$ cat src/rtl/scl_gen_pkg.sv
package scl_gen_pkg;

    // Smallest legal divider value in each mode
    localparam int STD_MIN_CCR   = 4;
    localparam int FAST_MIN_CCR  = 1;

    // Fast-mode low/high multipliers
    localparam int FAST_LOW_MUL  = 2;
    localparam int DUTY_LOW_MUL  = 16;
    localparam int DUTY_HIGH_MUL = 9;

    // Extra counter bits needed so that DUTY_LOW_MUL * max divider fits
    localparam int MUL_HEADROOM  = 4;

    typedef enum logic [1:0] {
        PH_IDLE,
        PH_LOW,
        PH_RISE,
        PH_HIGH
    } scl_phase_e;

    typedef struct packed {
        logic fast;
        logic duty;
    } scl_mode_t;

endpackage

$ cat src/rtl/scl_phase_calc.sv
module scl_phase_calc
    import scl_gen_pkg::*;
#(
    parameter int CCR_W = 12,
    parameter int CNT_W = CCR_W + MUL_HEADROOM
) (
    input  logic [CCR_W-1:0] ccr,
    input  scl_mode_t        mode,
    output logic [CNT_W-1:0] low_len,
    output logic [CNT_W-1:0] high_len
);

    localparam logic [CCR_W-1:0] STD_FLOOR  = CCR_W'(STD_MIN_CCR);
    localparam logic [CCR_W-1:0] FAST_FLOOR = CCR_W'(FAST_MIN_CCR);

    logic [CCR_W-1:0] floor_v;
    logic [CCR_W-1:0] eff;
    logic [CNT_W-1:0] base;

    always_comb begin
        floor_v = mode.fast ? FAST_FLOOR : STD_FLOOR;
        eff     = (ccr < floor_v) ? floor_v : ccr;
        base    = {{(CNT_W-CCR_W){1'b0}}, eff};
        if (!mode.fast) begin
            low_len  = base;
            high_len = base;
        end else if (!mode.duty) begin
            low_len  = base * CNT_W'(FAST_LOW_MUL);
            high_len = base;
        end else begin
            low_len  = base * CNT_W'(DUTY_LOW_MUL);
            high_len = base * CNT_W'(DUTY_HIGH_MUL);
        end
    end

endmodule

$ cat src/rtl/scl_rise_watch.sv
module scl_rise_watch #(
    parameter int RISE_W = 6
) (
    input  logic              clk,
    input  logic              rst,
    input  logic              active,
    input  logic              scl_in,
    input  logic [RISE_W-1:0] rise_lim,
    output logic              rise_done
);

    logic [RISE_W-1:0] waited;
    logic [RISE_W-1:0] lim_eff;
    logic              expired;

    // A zero allowance is treated as one cycle
    assign lim_eff   = (rise_lim == '0) ? RISE_W'(1) : rise_lim;
    assign expired   = ({1'b0, waited} + (RISE_W+1)'(1)) >= {1'b0, lim_eff};
    assign rise_done = scl_in || expired;

    always_ff @(posedge clk) begin
        if (rst || !active) begin
            waited <= '0;
        end else begin
            waited <= waited + RISE_W'(1);
        end
    end

endmodule

$ cat src/rtl/scl_phase_seq.sv
module scl_phase_seq
    import scl_gen_pkg::*;
#(
    parameter int CNT_W = 16
) (
    input  logic             clk,
    input  logic             rst,
    input  logic             enable,
    input  logic [CNT_W-1:0] low_len,
    input  logic [CNT_W-1:0] high_len,
    input  logic             rise_done,
    output logic             rise_phase,
    output logic             scl_drive_low,
    output logic             low_strobe,
    output logic             release_strobe
);

    localparam logic [CNT_W-1:0] ONE = CNT_W'(1);

    scl_phase_e       state;
    logic [CNT_W-1:0] remain;

    assign rise_phase = (state == PH_RISE);

    always_ff @(posedge clk) begin
        if (rst) begin
            state          <= PH_IDLE;
            remain         <= '0;
            scl_drive_low  <= 1'b0;
            low_strobe     <= 1'b0;
            release_strobe <= 1'b0;
        end else begin
            low_strobe     <= 1'b0;
            release_strobe <= 1'b0;
            if (!enable) begin
                state         <= PH_IDLE;
                remain        <= '0;
                scl_drive_low <= 1'b0;
            end else begin
                case (state)
                    PH_IDLE: begin
                        state         <= PH_LOW;
                        remain        <= low_len;
                        scl_drive_low <= 1'b1;
                        low_strobe    <= 1'b1;
                    end
                    PH_LOW: begin
                        if (remain <= ONE) begin
                            state          <= PH_RISE;
                            scl_drive_low  <= 1'b0;
                            release_strobe <= 1'b1;
                        end else begin
                            remain <= remain - ONE;
                        end
                    end
                    PH_RISE: begin
                        if (rise_done) begin
                            if (high_len <= ONE) begin
                                state         <= PH_LOW;
                                remain        <= low_len;
                                scl_drive_low <= 1'b1;
                                low_strobe    <= 1'b1;
                            end else begin
                                state  <= PH_HIGH;
                                remain <= high_len - ONE;
                            end
                        end
                    end
                    PH_HIGH: begin
                        if (remain <= ONE) begin
                            state         <= PH_LOW;
                            remain        <= low_len;
                            scl_drive_low <= 1'b1;
                            low_strobe    <= 1'b1;
                        end else begin
                            remain <= remain - ONE;
                        end
                    end
                    default: begin
                        state         <= PH_IDLE;
                        scl_drive_low <= 1'b0;
                    end
                endcase
            end
        end
    end

    // Disabled generator releases SCL and stays silent
    assert_idle_released_R1: assert property (@(posedge clk) disable iff (rst)
        !enable |=> (!scl_drive_low && !low_strobe && !release_strobe));

    // Phase lengths from the calculator are never zero and low never shorter than high
    assert_len_order_R5: assert property (@(posedge clk) disable iff (rst)
        (high_len != '0) && (low_len >= high_len));

    // A counting phase never holds an exhausted counter
    assert_cnt_live_R2: assert property (@(posedge clk) disable iff (rst)
        ((state == PH_LOW) || (state == PH_HIGH)) |-> (remain != '0));

    assert_strobe_excl_R8: assert property (@(posedge clk) disable iff (rst)
        $onehot0({low_strobe, release_strobe}));

    assert_low_strobe_R8: assert property (@(posedge clk) disable iff (rst)
        low_strobe |-> scl_drive_low);

    assert_rel_strobe_R8: assert property (@(posedge clk) disable iff (rst)
        release_strobe |-> !scl_drive_low);

    assert_drive_rise_R8: assert property (@(posedge clk) disable iff (rst)
        $rose(scl_drive_low) |-> low_strobe);

endmodule

$ cat src/rtl/scl_timing_gen.sv
module scl_timing_gen
    import scl_gen_pkg::*;
#(
    parameter int CCR_W  = 12,
    parameter int RISE_W = 6
) (
    input  logic              clk,
    input  logic              rst,
    input  logic              enable,
    input  logic [CCR_W-1:0]  ccr_val,
    input  logic              fast_sel,
    input  logic              duty_sel,
    input  logic [RISE_W-1:0] rise_lim,
    input  logic              scl_in,
    output logic              scl_drive_low,
    output logic              low_strobe,
    output logic              release_strobe
);

    localparam int CNT_W = CCR_W + MUL_HEADROOM;

    scl_mode_t        mode;
    logic [CNT_W-1:0] low_len;
    logic [CNT_W-1:0] high_len;
    logic             rise_phase;
    logic             rise_done;

    assign mode.fast = fast_sel;
    assign mode.duty = duty_sel;

    scl_phase_calc #(
        .CCR_W (CCR_W),
        .CNT_W (CNT_W)
    ) u_calc (
        .ccr      (ccr_val),
        .mode     (mode),
        .low_len  (low_len),
        .high_len (high_len)
    );

    scl_rise_watch #(
        .RISE_W (RISE_W)
    ) u_rise (
        .clk       (clk),
        .rst       (rst),
        .active    (rise_phase),
        .scl_in    (scl_in),
        .rise_lim  (rise_lim),
        .rise_done (rise_done)
    );

    scl_phase_seq #(
        .CNT_W (CNT_W)
    ) u_seq (
        .clk            (clk),
        .rst            (rst),
        .enable         (enable),
        .low_len        (low_len),
        .high_len       (high_len),
        .rise_done      (rise_done),
        .rise_phase     (rise_phase),
        .scl_drive_low  (scl_drive_low),
        .low_strobe     (low_strobe),
        .release_strobe (release_strobe)
    );

endmodule

$ cat config.mk
export PLATFORM = sky130hd
export DESIGN_NAME = scl_timing_gen
export DESIGN_NICKNAME = d
export VERILOG_FILES = /design/src/rtl/scl_gen_pkg.sv /design/src/rtl/scl_phase_calc.sv /design/src/rtl/scl_rise_watch.sv /design/src/rtl/scl_phase_seq.sv /design/src/rtl/scl_timing_gen.sv
export SDC_FILE = /design/constraint.sdc
export NUM_CORES = 1
export LEC_CHECK = 0
export ABC_CLOCK_PERIOD_IN_PS = 6300
export BUFFER_PORTS_ARGS = -buffer_cell sky130_fd_sc_hd__buf_2
export CORE_MARGIN = 4
export CORE_UTILIZATION = 55
export CTS_CLUSTER_DIAMETER = 150
export CTS_CLUSTER_SIZE = 20
export DETAILED_ROUTE_END_ITERATION = 8
export HOLD_SLACK_MARGIN = 0.12
export PLACE_DENSITY_LB_ADDON = 0.3
export SYNTH_ARGS = -nofsm -noshare
export SYNTH_HDL_FRONTEND = slang
export SYNTH_SLANG_ARGS = --single-unit
$ cat constraint.sdc
create_clock -name clk -period 6.3 [get_ports clk]
set_input_delay 1.575 -clock clk [delete_from_list [all_inputs] [get_ports clk]]
set_output_delay 1.575 -clock clk [all_outputs]
set_load 0.02 [all_outputs]
# --- Word level (Yosys, flattened, before mapping) ---
# Cells that the tools add are included.
classes:
  addsub: 4
  mul: 1
  magnitude_cmp: 4
  n_bitwise: 2
  mux: 26
  n_reduce_logical: 10
  eq_ne: 8
op_table:
  columns: ["cell", "n"]
  rows:
  - ["$mux 16", 8]
  - ["$pmux 16 s4", 1]
  - ["$le 16x1->1 const B", 2]
  - ["$sub 16x1->16 const B", 2]
  - ["$mul 12x4->16 const B", 1]
  - ["$lt 12x12->1", 1]
  - ["$mux 12", 1]
  - ["$mux 2", 4]
  - ["$pmux 2 s4", 1]
  - ["$add 6x1->7 const B", 1]
  - ["$ge 7x6->1", 1]
  - ["$mux 1", 7]
  - ["$add 6x1->6 const B", 1]
  - ["$logic_not 6->1", 1]
  - ["$mux 6", 1]
  - ["$ne 2x1->1 const B", 3]
  - ["$eq 2x2->1 const B", 2]
  - ["$ne 2x2->1 const B", 2]
  - ["$pmux 1 s4", 1]
  - ["$reduce_and 4->1", 1]
  - ["$mux 3", 1]
  - ["$pmux 1 s3", 1]
  - ["$reduce_and 3->1", 1]
  - ["$reduce_or 3->1", 1]
  - ["other kinds (7)", 9]
totals:
  input_bits: 24
  reg_bits: 27
  elab_cells: 61
  out_inout_bits: 3

# --- Depth between registers and ports, before layout ---
# Gate-level depths: netlist (run 1).
depth:
  ltp_word: 10
  mapped_depth: 18
  depth_no_buf: 16

# --- By module ---
# Synthesis (run 1) repeated with hierarchy kept, for this count alone.
hier_totals:
  hier_cells: 434
  area_unflattened_um2: 3430.8
by_module_without_submodules:
  columns: ["mod", "cells_each", "instances", "area_each_um2", "seq_area_each_um2"]
  rows:
  - ["scl_phase_seq", 239, 1, 1933.1, 420.4]
  - ["scl_phase_calc", 148, 1, 1098.6, 0.0]
  - ["scl_rise_watch", 47, 1, 399.1, 120.1]

# --- Worst setup path after synthesis (run 1) ---
# OpenSTA, ideal clock, no wires.
synth_path:
  kind: "input to register"
  start: "input port ccr_val[2]"
  end: "register u_seq.low_strobe"
  setup_ps: 79
  setup_slack_ps: -220
  arrival_ps: 6441
  stages: 18
  required_time_ps: 6221
  n_path_buf: 2
  cell_sequence: "ha_1 or4_1 a2111oi_1 mux2_2 ha_1 ha_1 inv_1 fa_1 nand2b_1 a211oi_1 o21ai_0 a31o_2 o31a_1 clkbuf_1 or3_1 buf_2 o311a_1 a211oi_2"
synth_between:
  elab_chain_cells: 9
synth_lines:
  columns: ["element", "line_no", "rtl"]
  rows:
  - ["from (decl)", "scl_timing_gen.sv:10", "input logic [CCR_W-1:0] ccr_val,"]
  - ["$lt 12x12->1", "scl_phase_calc.sv:22", "eff = (ccr < floor_v) ? floor_v : ccr;"]
  - ["$mux 12 *", "scl_phase_calc.sv:22", null]
  - ["$mul 12x4->16", "scl_phase_calc.sv:32", "high_len = base * CNT_W'(DUTY_HIGH_MUL);"]
  - ["$mux 16", "scl_phase_calc.sv:27", "end else if (!mode.duty) begin"]
  - ["$mux 16 *", "scl_phase_calc.sv:24", "if (!mode.fast) begin"]
  - ["$le 16x1->1 *", "scl_phase_seq.sv:58", "if (high_len <= ONE) begin"]
  - ["$mux 1 *", "scl_phase_seq.sv:58", null]
  - ["$mux 1 *", "scl_phase_seq.sv:57", "if (rise_done) begin"]
  - ["$pmux 1 s3 *", "scl_phase_seq.sv:40", "case (state)"]
  - ["to (signal assigned)", "scl_phase_seq.sv:45", "low_strobe <= 1'b1;"]
  - ["to (signal assigned)", "scl_phase_seq.sv:62", "low_strobe <= 1'b1;"]
  - ["to (signal assigned)", "scl_phase_seq.sv:74", "low_strobe <= 1'b1;"]
  - ["to (decl)", "scl_phase_seq.sv:14", "output logic low_strobe,"]
# Every way passes the cells marked *; elsewhere a longest branch is shown, timed or not.
# A chain may end at the register's enable or synchronous reset.

# --- Worst setup path after layout (run 1) ---
# Ends and elaborated chain as after synthesis.

==> impl_metrics.json, run 1 <==
{
  "cts-resized-gates": 0,
  "routed-via-count": 3814,
  "data_arrival_time_at_the_worst_slack_endpoint_ps": 6240,
  "finish.net_count": 564,
  "synth-edff-count": 0,
  "drtPass1Iterations": 5,
  "status": "finished, final reports clean",
  "yosysSeqAreaShare_pct": 15.2,
  "post_cts_setup_driven_buffer_insertion_count": 0,
  "stdcell_count": 585,
  "wire_per_inst_um": 17.3,
  "cells_along_the_critical_path": "buf_2, ha_1, or4_1, a2111oi_4, nand2b_1, xnor2_1, ha_1, inv_1, fa_1, nand2b_1, a211oi_1, buf_4, o21a_1, o311a_1, nand4_1, or3_1, o311a_1, a211oi_2",
  "grt_setup_unrepaired": "false",
  "syn-mean-instance-area_sq_um": 7.26,
  "finalSetupViolCount": 0,
  "postSynth.topFlopCell": "sky130_fd_sc_hd__dfxtp_1",
  "mappedNetlistNets": 546,
  "timing.critical_path.from_type": "input port",
  "num_io_pins": 27,
  "worst_r2r_endpoint": "u_seq.remain[9]",
  "drv_cap": 0,
  "final.min_clock_period_ps": 6030,
  "worst_slew_pin_slew_ps": 767,
  "share_seq_of_total_power_pct": 32.3,
  "ctsHtreeMaxLevel": 1,
  "antenna_left": 0,
  "ys_async_sr_fraction_pct": 0,
  "num_antenna_cells": 0,
  "max_freq_mhz": 166,
  "cts_buffers": 3,
  "clockBufferDepth": 2,
  "global_route.usage.total_pct": 26.1,
  "pre_cts_ws_ps": 22.6,
  "drive_above_1_share_pct": 13.2,
  "slew_headroom_pct": 48.9,
  "die_w_um": 88.5,
  "rrSetupSlack_ps": 3260,
  "power.share.combinational_pct": 49.3,
  "worst_setup_path_endpoint": "u_seq.low_strobe",
  "fin_setup_tns_ps": 0,
  "cp.required_ps": 6510,
  "timing.critical_path.from": "ccr_val[2]",
  "layout_setup_ws_ps": 270,
  "dp_hpwl_mm": 7.72,
  "crit_path_max_fanout": 7,
  "power.density_nw_per_um2": 150,
  "clock-skew-final_ps": 3.76,
  "layout.core_utilization_pct": 61.3,
  "io_buffer_count": 26,
  "core_region_area_sq_um": 6310,
  "grt_pass1_wl_mm": 16.5,
  "final-max-slew-violation-count": 0,
  "worst_ir_drop_vdd_mv": 0.115,
  "synth.yosys.warnings": 0,
  "grt.overflow.total": 0,
  "placementRows": 29,
  "clock_sinks": 27,
  "postSynthRegisterBits": 27,
  "critical_path.max_stage_delay_ps": 640,
  "rr_startpoint": "u_rise.waited[0]",
  "worst_hold_slack_ps": 498,
  "avgViaCountPerCell": 6.52,
  "clock_insertion_delay_worst_skew_ps": 280,
  "worst_setup_path_end_kind": "flip-flop",
  "cpMaxStageDelayCell": "sky130_fd_sc_hd__or4_1",
  "min_period_over_period_pct": 95.7,
  "endpoints_failing_hold": 0,
  "ys_types": 72,
  "gr-max-usage-layer": "met2",
  "cell_area_after_synthesis_sq_um": 3570,
  "clk_pin_slew_worst_paths_ps": 100,
  "grt_pass1_vias": 3548,
  "routability_cong": 0.888,
  "clkPwrFrac_pct": 18.4,
  "drtIter0Drc": 279,
  "dp.cells": 581,
  "cts_hold_repair.buffers": 0,
  "hold_class": "flip-flop to flip-flop",
  "num-fill-cells": 577,
  "routed_wirelength_mm": 10.1,
  "grt_util_met3_pct": 1.77,
  "switching_power_mw": 0.239,
  "netlist.top_cell.by_area": "sky130_fd_sc_hd__dfxtp_1",
  "grt_max_degree": 25,
  "drcViolationCount": 0,
  "area_growth_syn_to_layout_pct": 8.60,
  "initial_core_util_pct": 56.5,
  "timing.setup.critical_path_class": "input port to flip-flop",
  "power_leakage_nw": 1.67,
  "cts_root_buffer": "sky130_fd_sc_hd__clkbuf_8",
  "tritoncts": "done",
  "swShare_pct": 41.3,
  "globalRouteMet1Util_pct": 33.9,
  "synth_largest_type_area_fraction_pct": 15.2,
  "m2_gr_usage_pct": 45.1,
  "power.internal_mw": 0.341,
  "post_synth_inst_count": 491,
  "die_area_sq_um": 7840,
  "yosys-top-cells-area": "sky130_fd_sc_hd__dfxtp_1 15%, sky130_fd_sc_hd__ha_1 11%, sky130_fd_sc_hd__nor2_1 5.2%",
  "timing.reg2reg.worst_path_depth": 11,
  "antenna_found_initial": 0,
  "die_y_um": 88.5
}
power by group through the flow:
stage	registers (mW)	clock network [mW]	logic [mW]
after floorplan	0.190	0	0.212
after global placement	0.191	0	0.271
after detailed placement	0.191	0	0.278
after CTS	0.187	0.106	0.280
after global routing	0.189	0.113	0.315
final	0.188	0.107	0.286
kinds of logic (layout without fill, tap and decap cells):
kind of cell | Yosys count | after routing | share of synthesized area (%)
compound gates | 149 | 149 | 29.0
xor+xnor | 28 | 28 | 6.88
fa+ha+maj | 31 | 31 | 11.1
buf+inv | 53 | 70 | 5.86
flops | 27 | 27 | 15.2
mux | 14 | 14 | 4.11
simple gates | 189 | 189 | 27.9
cell usage after synthesis (4+ instances only):
cell and count:
sky130_fd_sc_hd__or2_2 5, sky130_fd_sc_hd__a31oi_1 9, sky130_fd_sc_hd__ha_1 30, sky130_fd_sc_hd__and2_1 7, sky130_fd_sc_hd__o21bai_1 4, sky130_fd_sc_hd__nand3b_1 5
sky130_fd_sc_hd__a21oi_1 33, sky130_fd_sc_hd__nor2b_1 5, sky130_fd_sc_hd__xnor2_1 14, sky130_fd_sc_hd__a211oi_1 8, sky130_fd_sc_hd__or3_1 8, sky130_fd_sc_hd__nor4_1 8
sky130_fd_sc_hd__nand3_1 12, sky130_fd_sc_hd__mux2i_1 9, sky130_fd_sc_hd__xor2_1 14, sky130_fd_sc_hd__inv_1 22, sky130_fd_sc_hd__o21ai_0 25, sky130_fd_sc_hd__or4_1 4
sky130_fd_sc_hd__nor2_1 49, sky130_fd_sc_hd__o221ai_1 9, sky130_fd_sc_hd__dfxtp_1 27, sky130_fd_sc_hd__and3_1 7, sky130_fd_sc_hd__o211ai_1 4, sky130_fd_sc_hd__nand2_1 39
sky130_fd_sc_hd__nand2b_1 15, sky130_fd_sc_hd__nor3_1 10, sky130_fd_sc_hd__clkbuf_1 27, sky130_fd_sc_hd__mux2_2 4, sky130_fd_sc_hd__a21o_1 8, sky130_fd_sc_hd__o21a_1 4
metal layers:
metal | vias to the layer above | routed length (um)
met2 | 157 | 4850
met5 | - | 0
met1 | 1785 | 4390
met3 | 23 | 589
li1 | 1849 | -
met4 | 0 | 272
layout by cell type, fill, tap and decap left out, types with 8 or more instances in the layout:
cell,netlist,final
sky130_fd_sc_hd__a31oi_1,9,9
sky130_fd_sc_hd__a21oi_1,33,33
sky130_fd_sc_hd__nor2_1,49,49
sky130_fd_sc_hd__dfxtp_1,27,27
sky130_fd_sc_hd__inv_1,22,22
sky130_fd_sc_hd__buf_2,2,26
sky130_fd_sc_hd__buf_4,0,18
sky130_fd_sc_hd__nand3_1,12,12
sky130_fd_sc_hd__nand2_1,39,39
sky130_fd_sc_hd__o21ai_0,25,25
sky130_fd_sc_hd__a21o_1,8,8
sky130_fd_sc_hd__ha_1,30,30
sky130_fd_sc_hd__xnor2_1,14,14
sky130_fd_sc_hd__o221ai_1,9,9
sky130_fd_sc_hd__nor4_1,8,8
sky130_fd_sc_hd__or3_1,8,8
sky130_fd_sc_hd__xor2_1,14,14
sky130_fd_sc_hd__mux2i_1,9,9
sky130_fd_sc_hd__nor3_1,10,10
sky130_fd_sc_hd__nand2b_1,15,15
sequential cells by signal (all words and copies together), names as in the netlist:
| signal | flops |
|---|---|
| u_rise.waited | 6 |
| u_seq.low_strobe | 1 |
| u_seq.release_strobe | 1 |
| u_seq.remain | 16 |
| u_seq.scl_drive_low | 1 |
| u_seq.state | 2 |
worst max-delay path: cells and delay by family:
family          cells  cell delay [ps]
buf+inv             3              370
compound gates      6             1590
xor+xnor            1              140
fa+ha+maj           3              820
simple gates        5             1730
through the flow:
stage	instance area (sq um)	total power [mW]
2_1_floorplan	3580	0.402
3_3_place_gp	3820	0.462
3_5_place_dp	3820	0.469
4_1_cts	3870	0.574
5_1_grt	3870	0.617
6_report	3870	0.580
worst min path at each step:
stage                         from             endpoint  slack, ps  depth (start not counted)
5_1_grt        u_seq.scl_drive_low  u_seq.scl_drive_low        570                          2
6_report          u_rise.waited[0]     u_rise.waited[0]        500                          1
4_1_cts           u_rise.waited[0]     u_rise.waited[0]        500                          1
2_1_floorplan     u_rise.waited[0]     u_rise.waited[0]        440                          1
3_3_place_gp      u_rise.waited[0]     u_rise.waited[0]        470                          1
3_5_place_dp      u_rise.waited[0]     u_rise.waited[0]        480                          1
cell type report:
class / instances / area [sq um] / area share, %
clock buffer: 3 / 41.3 / 1.07
clock inverter: 1 / 7.51 / 0.194
inverter: 22 / 82.6 / 2.13
multi-input combinational: 411 / 2840 / 73.3
sequential: 27 / 541 / 14.0
tap: 77 / 96.3 / 2.49
timing repair buffer: 44 / 265 / 6.85
(Power assumes the default switching activity.)
==> run 2, diff against run 1 <==
--- a/config.mk
+++ b/config.mk
@@ -7,7 +7,6 @@
 export LEC_CHECK = 0
 export ABC_CLOCK_PERIOD_IN_PS = 6300
 export BUFFER_PORTS_ARGS = -buffer_cell sky130_fd_sc_hd__buf_2
-export CORE_MARGIN = 4
 export CORE_UTILIZATION = 55
 export CTS_CLUSTER_DIAMETER = 150
 export CTS_CLUSTER_SIZE = 20
@@ -16,4 +15,5 @@
 export PLACE_DENSITY_LB_ADDON = 0.3
 export SYNTH_ARGS = -nofsm -noshare
 export SYNTH_HDL_FRONTEND = slang
+export SYNTH_HIERARCHICAL = 1
 export SYNTH_SLANG_ARGS = --single-unit
==> impl_metrics.json, run 2 <==
{
  "worst_slew_pin_slew_ps": 1110,
  "cts_hold_repair.buffers": 0,
  "timing.setup.critical_path_class": "input port to flip-flop",
  "routed-via-count": 3437,
  "drive_above_1_share_pct": 19.0,
  "power.share.combinational_pct": 48.0,
  "routed_wirelength_mm": 9.26,
  "ys_async_sr_fraction_pct": 0,
  "worst_setup_path_end_kind": "flip-flop",
  "ctsHtreeMaxLevel": 1,
  "rrSetupSlack_ps": 2970,
  "mappedNetlistNets": 494,
  "synth-edff-count": 0,
  "drv_cap": 0,
  "worst_hold_slack_ps": 510,
  "power.internal_mw": 0.334,
  "power.density_nw_per_um2": 152,
  "synth.most_common_cell": "sky130_fd_sc_hd__nor2_1",
  "initial_core_util_pct": 57.6,
  "syn-mean-instance-area_sq_um": 7.91,
  "largest_reg_flops": 16,
  "data_arrival_time_at_the_worst_slack_endpoint_ps": 6200,
  "max_freq_mhz": 166,
  "io_buffer_count": 26,
  "post_synth_inst_count": 434,
  "wire_per_inst_um": 17.5,
  "synth.yosys.warnings": 6,
  "min_period_over_period_pct": 95.9,
  "finalSetupViolCount": 0,
  "drcViolationCount": 0,
  "swShare_pct": 40.5,
  "die_w_um": 81.0,
  "die_area_sq_um": 6560,
  "worst_r2r_endpoint": "u_seq/remain[3]",
  "slew_headroom_pct": 25.9,
  "clock_insertion_delay_worst_skew_ps": 280,
  "die_y_um": 81.0,
  "grt_pass1_wl_mm": 14.7,
  "drtPass1Iterations": 5,
  "finish.net_count": 514,
  "clock_sinks": 27,
  "switching_power_mw": 0.228,
  "dp.cells": 524,
  "cp.required_ps": 6460,
  "ys_types": 71,
  "cts_buffers": 3,
  "cts-resized-gates": 0,
  "grt_max_degree": 25,
  "netlist.top_cell.by_area": "sky130_fd_sc_hd__dfxtp_1",
  "avgViaCountPerCell": 6.51,
  "dp_hpwl_mm": 7.13,
  "max_flop_register": "u_seq/remain",
  "most_common_cell_after_layout_fill_and_taps_aside": "sky130_fd_sc_hd__nor2_1",
  "yosysSeqAreaShare_pct": 15.8,
  "stdcell_count": 528,
  "grt_pass1_vias": 3101,
  "holdCritStartpoint": "u_rise/waited[0]",
  "grt.overflow.total": 0,
  "endpoints_failing_hold": 0,
  "tritoncts": "done",
  "clk_pin_slew_worst_paths_ps": 100,
  "share_seq_of_total_power_pct": 33.3,
  "postSynthRegisterBits": 27,
  "reg.largest.list": "u_seq/remain x16, u_rise/waited x6, u_seq/state x2",
  "num_antenna_cells": 0,
  "hold_class": "flip-flop to flip-flop",
  "num_io_pins": 27,
  "rr_startpoint": "u_rise/waited[0]",
  "most-common-layout-cells": "40 x sky130_fd_sc_hd__nor2_1, 35 x sky130_fd_sc_hd__ha_1, 27 x sky130_fd_sc_hd__dfxtp_1",
  "final-max-slew-violation-count": 0,
  "postSynth.topFlopCell": "sky130_fd_sc_hd__dfxtp_1",
  "routability_cong": 0.929,
  "clkPwrFrac_pct": 18.7,
  "post_cts_setup_driven_buffer_insertion_count": 0,
  "final.min_clock_period_ps": 6040,
  "worst_ir_drop_vdd_mv": 0.116,
  "global_route.usage.total_pct": 28.9,
  "crit_path_max_fanout": 7,
  "clockBufferDepth": 2,
  "synth_top_cells_by_count": "40 x sky130_fd_sc_hd__nor2_1, 35 x sky130_fd_sc_hd__ha_1, 27 x sky130_fd_sc_hd__dfxtp_1, 24 x sky130_fd_sc_hd__nand2_1",
  "drtIter0Drc": 394,
  "grt_setup_unrepaired": "false",
  "placementRows": 28,
  "timing.critical_path.from_type": "input port",
  "yosys-top-cells-area": "sky130_fd_sc_hd__dfxtp_1 16%, sky130_fd_sc_hd__ha_1 13%, sky130_fd_sc_hd__nor2_1 4.4%",
  "cell_area_after_synthesis_sq_um": 3430,
  "clock-skew-final_ps": 8.03,
  "cts_root_buffer": "sky130_fd_sc_hd__clkbuf_8",
  "hold_path_end": "u_rise/waited[0]",
  "core_region_area_sq_um": 5960,
  "area_growth_syn_to_layout_pct": 7.66,
  "timing.reg2reg.worst_path_depth": 11,
  "status": "finished, final reports clean",
  "antenna_found_initial": 0,
  "power_leakage_nw": 1.60,
  "antenna_left": 0,
  "synth_largest_type_area_fraction_pct": 15.8,
  "count_of_cells_along_the_worst_hold_path": 1
}
-- run 2: changes by cell type after synthesis, moves of 8 or more --
| cell | before | now |
|---|---|---|
| sky130_fd_sc_hd__nand2b_1 | 15 | 6 |
| sky130_fd_sc_hd__a21oi_1 | 33 | 19 |
| sky130_fd_sc_hd__o221ai_1 | 9 | 1 |
| sky130_fd_sc_hd__clkbuf_1 | 27 | 18 |
| sky130_fd_sc_hd__nand2_1 | 39 | 24 |
| sky130_fd_sc_hd__nor2_1 | 49 | 40 |
-- run 2: power by group through the flow --
stage	clock (mW)	sequential, mW	combinational (mW)
final	0.105	0.187	0.270
after global routing	0.112	0.188	0.293
after CTS	0.105	0.187	0.264
after detailed placement	0	0.191	0.262
after global placement	0	0.190	0.257
after floorplan	0	0.190	0.201
-- run 2: worst max path at each step --
stage,from,to,slack [ps],cells after the start
5_1_grt,fast_sel,u_seq/remain[7],20,20
4_1_cts,ccr_val[2],u_seq/remain[6],210,19
3_3_place_gp,ccr_val[2],u_seq/remain[7],60,20
2_1_floorplan,ccr_val[2],u_seq/remain[6],170,17
6_report,ccr_val[2],u_seq/remain[2],260,20
3_5_place_dp,ccr_val[2],u_seq/remain[2],-70,20
-- run 2: area by class of cell --
type	count	area, sq um
clock buffer	3	41.3
clock inverter	1	7.51
fill	526	2260
inverter	19	71.3
multi-input combinational	357	2660
sequential	27	541
tap	75	93.8
timing repair buffer	46	280
-- run 2: per-layer routing --
layer	GRT usage [%]	vias to the layer above	share of wire [%]
met5	0	-	0
met4	9.46	0	2.6
met3	2.47	18	5.8
met2	50.9	147	48
met1	36.7	1629	44
li1	-	1643	-
-- run 2: logic make-up after synthesis --
group                    count (synthesis)  share of synthesized area (%)
AO/OA/AOI/OAI                          120                           25.7
XOR/XNOR                                30                           7.66
flip-flops                              27                           15.8
AND/OR/NAND/NOR                        158                           26.6
multiplexers                            13                           3.98
adder cells (fa/ha/maj)                 36                           13.3
buffers and inverters                   50                           6.89
-- run 2: metrics by stage --
step | total power, mW | cell area [sq um] | TNS [ps] | util [%] | setup slack (ps)
finish | 0.562 | 3690 | 0 | 62.0 | 260
global route | 0.592 | 3690 | 0 | 62.0 | 23.7
CTS | 0.556 | 3690 | 0 | 61.9 | 209
detailed placement | 0.453 | 3640 | -389 | 61.1 | -71.6
global placement | 0.448 | 3640 | 0 | 61.1 | 64.4
floorplan | 0.391 | 3430 | 0 | - | 173
-- run 2: critical path, stage by stage --
cell and delay [ps]:
sky130_fd_sc_hd__buf_2 110, sky130_fd_sc_hd__ha_1 220, sky130_fd_sc_hd__nor4_4 260, sky130_fd_sc_hd__o2111ai_4 200, sky130_fd_sc_hd__and2_4 210, sky130_fd_sc_hd__ha_1 280, sky130_fd_sc_hd__ha_1 230, sky130_fd_sc_hd__fa_1 410
sky130_fd_sc_hd__a211oi_2 270, sky130_fd_sc_hd__o21bai_1 130, sky130_fd_sc_hd__a41oi_1 250, sky130_fd_sc_hd__xor2_1 170, sky130_fd_sc_hd__nor2_1 80, sky130_fd_sc_hd__or4_4 590, sky130_fd_sc_hd__or3_4 390, sky130_fd_sc_hd__o21ai_4 240
sky130_fd_sc_hd__buf_4 190, sky130_fd_sc_hd__nor4_1 60, sky130_fd_sc_hd__a211oi_1 220, sky130_fd_sc_hd__o2bb2ai_1 100
==> run 3, diff against run 2 <==
--- a/config.mk
+++ b/config.mk
@@ -7,7 +7,7 @@
 export LEC_CHECK = 0
 export ABC_CLOCK_PERIOD_IN_PS = 6300
 export BUFFER_PORTS_ARGS = -buffer_cell sky130_fd_sc_hd__buf_2
-export CORE_UTILIZATION = 55
+export CORE_UTILIZATION = 40
 export CTS_CLUSTER_DIAMETER = 150
 export CTS_CLUSTER_SIZE = 20
 export DETAILED_ROUTE_END_ITERATION = 8
==> impl_metrics.json, run 3 (synthesis results as in run 2) <==
{
  "status": "finished, final reports clean",
  "dp_hpwl_mm": 7.21,
  "area_growth_syn_to_layout_pct": 9.77,
  "dp.cells": 558,
  "reg.largest.list": "u_seq/remain x16, u_rise/waited x6, u_seq/state x2",
  "ctsHtreeMaxLevel": 1,
  "max_flop_register": "u_seq/remain",
  "hold_class": "flip-flop to flip-flop",
  "routed-via-count": 3325,
  "core_region_area_sq_um": 8260,
  "drtIter0Drc": 248,
  "routed_wirelength_mm": 9.29,
  "power.density_nw_per_um2": 148,
  "avgViaCountPerCell": 5.91,
  "num_antenna_cells": 0,
  "rrSetupSlack_ps": 2890,
  "most_common_cell_after_layout_fill_and_taps_aside": "sky130_fd_sc_hd__nor2_1",
  "num-fill-cells": 846,
  "drive_above_1_share_pct": 19.9,
  "cts_root_buffer": "sky130_fd_sc_hd__clkbuf_8",
  "drtPass1Iterations": 5,
  "antenna_left": 0,
  "drv_cap": 0,
  "io_buffer_count": 26,
  "clockBufferDepth": 2,
  "grt_pass1_vias": 3100,
  "worst_ir_drop_vdd_mv": 0.101,
  "final.min_clock_period_ps": 6000,
  "min_period_over_period_pct": 95.3,
  "timing.critical_path.from_type": "input port",
  "timing.reg2reg.worst_path_depth": 11,
  "data_arrival_time_at_the_worst_slack_endpoint_ps": 6170,
  "power_leakage_nw": 1.62,
  "tritoncts": "done",
  "final-max-slew-violation-count": 0,
  "initial_core_util_pct": 41.5,
  "slew_headroom_pct": 23.3,
  "worst_slew_pin_slew_ps": 1140,
  "grt.overflow.total": 0,
  "die_area_sq_um": 8950,
  "wire_per_inst_um": 16.5,
  "cts_hold_repair.buffers": 0,
  "clock-skew-final_ps": 3.57,
  "clock_sinks": 27,
  "max_freq_mhz": 167,
  "drcViolationCount": 0,
  "antenna_found_initial": 0,
  "finalSetupViolCount": 0,
  "area.sequential_sq_um": 541,
  "clock_insertion_delay_worst_skew_ps": 280,
  "most-common-layout-cells": "40 x sky130_fd_sc_hd__nor2_1, 35 x sky130_fd_sc_hd__ha_1, 27 x sky130_fd_sc_hd__dfxtp_1",
  "die_w_um": 94.6,
  "die_y_um": 94.6,
  "crit_path_max_fanout": 8,
  "global_route.usage.total_pct": 21.3,
  "routability_cong": 0.874,
  "timing.setup.critical_path_class": "input port to flip-flop",
  "multiInputGateArea_sq_um": 2660,
  "num_io_pins": 27,
  "grt_pass1_wl_mm": 15.3,
  "largest_reg_flops": 16,
  "endpoints_failing_hold": 0,
  "finish.net_count": 519,
  "cp.required_ps": 6460,
  "grt_max_degree": 25,
  "placementRows": 33,
  "stdcell_count": 563,
  "grt_setup_unrepaired": "false",
  "cts_buffers": 3,
  "clk_pin_slew_worst_paths_ps": 100,
  "worst_setup_path_end_kind": "flip-flop",
  "layout.core_utilization_pct": 45.6,
  "count_of_cells_along_the_worst_hold_path": 1
}
-- run 3: cell count changes in the layout (fill, tap and decap cells not counted) --
cell | before | now
sky130_fd_sc_hd__o21ai_1 | 2 | 3
sky130_fd_sc_hd__clkinv_2 | 0 | 1
sky130_fd_sc_hd__o21ai_0 | 19 | 18
sky130_fd_sc_hd__buf_4 | 20 | 25
sky130_fd_sc_hd__clkinvlp_4 | 1 | 0
-- run 3: critical path, cell delays in order --
cell                        delay, ps
sky130_fd_sc_hd__buf_2            100
sky130_fd_sc_hd__ha_1             220
sky130_fd_sc_hd__nor4_4           270
sky130_fd_sc_hd__o2111ai_4        200
sky130_fd_sc_hd__and2_4           210
sky130_fd_sc_hd__ha_1             280
sky130_fd_sc_hd__ha_1             230
sky130_fd_sc_hd__fa_1             410
sky130_fd_sc_hd__a211oi_2         280
sky130_fd_sc_hd__o21bai_1         130
sky130_fd_sc_hd__a41oi_1          250
sky130_fd_sc_hd__xor2_1           160
sky130_fd_sc_hd__nor2_1            80
sky130_fd_sc_hd__or4_4            570
sky130_fd_sc_hd__or3_4            380
sky130_fd_sc_hd__o21ai_4          250
sky130_fd_sc_hd__a211oi_1          80
sky130_fd_sc_hd__a2111oi_1        390
sky130_fd_sc_hd__nor2_1            90
-- run 3: report_power, final --
| group | leakage (nW) | internal [mW] | switching, mW |
|---|---|---|---|
| Sequential | 0.220 | 0.178 | 0.00905 |
| Combinational | 1.38 | 0.113 | 0.155 |
| Clock | 0.0255 | 0.0445 | 0.0576 |
-- run 3: worst paths after layout --
path	to	from
setup / recovery	u_seq/remain[15]	ccr_val[2]
hold / removal	u_rise/waited[0]	u_rise/waited[0]
setup reg to reg	u_seq/remain[3]	u_rise/waited[0]
hold reg to reg	u_rise/waited[0]	u_rise/waited[0]
-- run 3: layout make-up --
type,instances,share of cell area [%]
tap,105,3.49
multi-input combinational,357,70.6
inverter,19,1.89
clock buffer,3,1.10
sequential,27,14.4
timing repair buffer,51,8.44
clock inverter,1,0.133
-- run 3: stage by stage --
stage               TNS, ps  hold slack (ps)  cell area, sq um  power (mW)  worst slack, ps
floorplan                 0              445              3430       0.391              173
global placement          0              477              3710       0.450             40.2
detailed placement    -96.8              489              3710       0.453            -39.9
CTS                       0              514              3750       0.555              227
global route              0              539              3770       0.593             11.5
finish                    0              502              3770       0.557              298
-- run 3: routing by layer --
layer	routed length, um	vias to the layer above	share of wire (%)	global-route usage (%)
met2	4290	97	46	35.6
met3	455	15	4.9	2.42
met1	4400	1549	47	29.9
met5	0	-	0	0
li1	-	1664	-	-
met4	136	0	1.5	3.03
-- run 3: what timing repair did --
item                       in CTS  in global routing
resized for setup               0                  2
setup buffers                   0                  1
setup endpoints to repair       0                 17
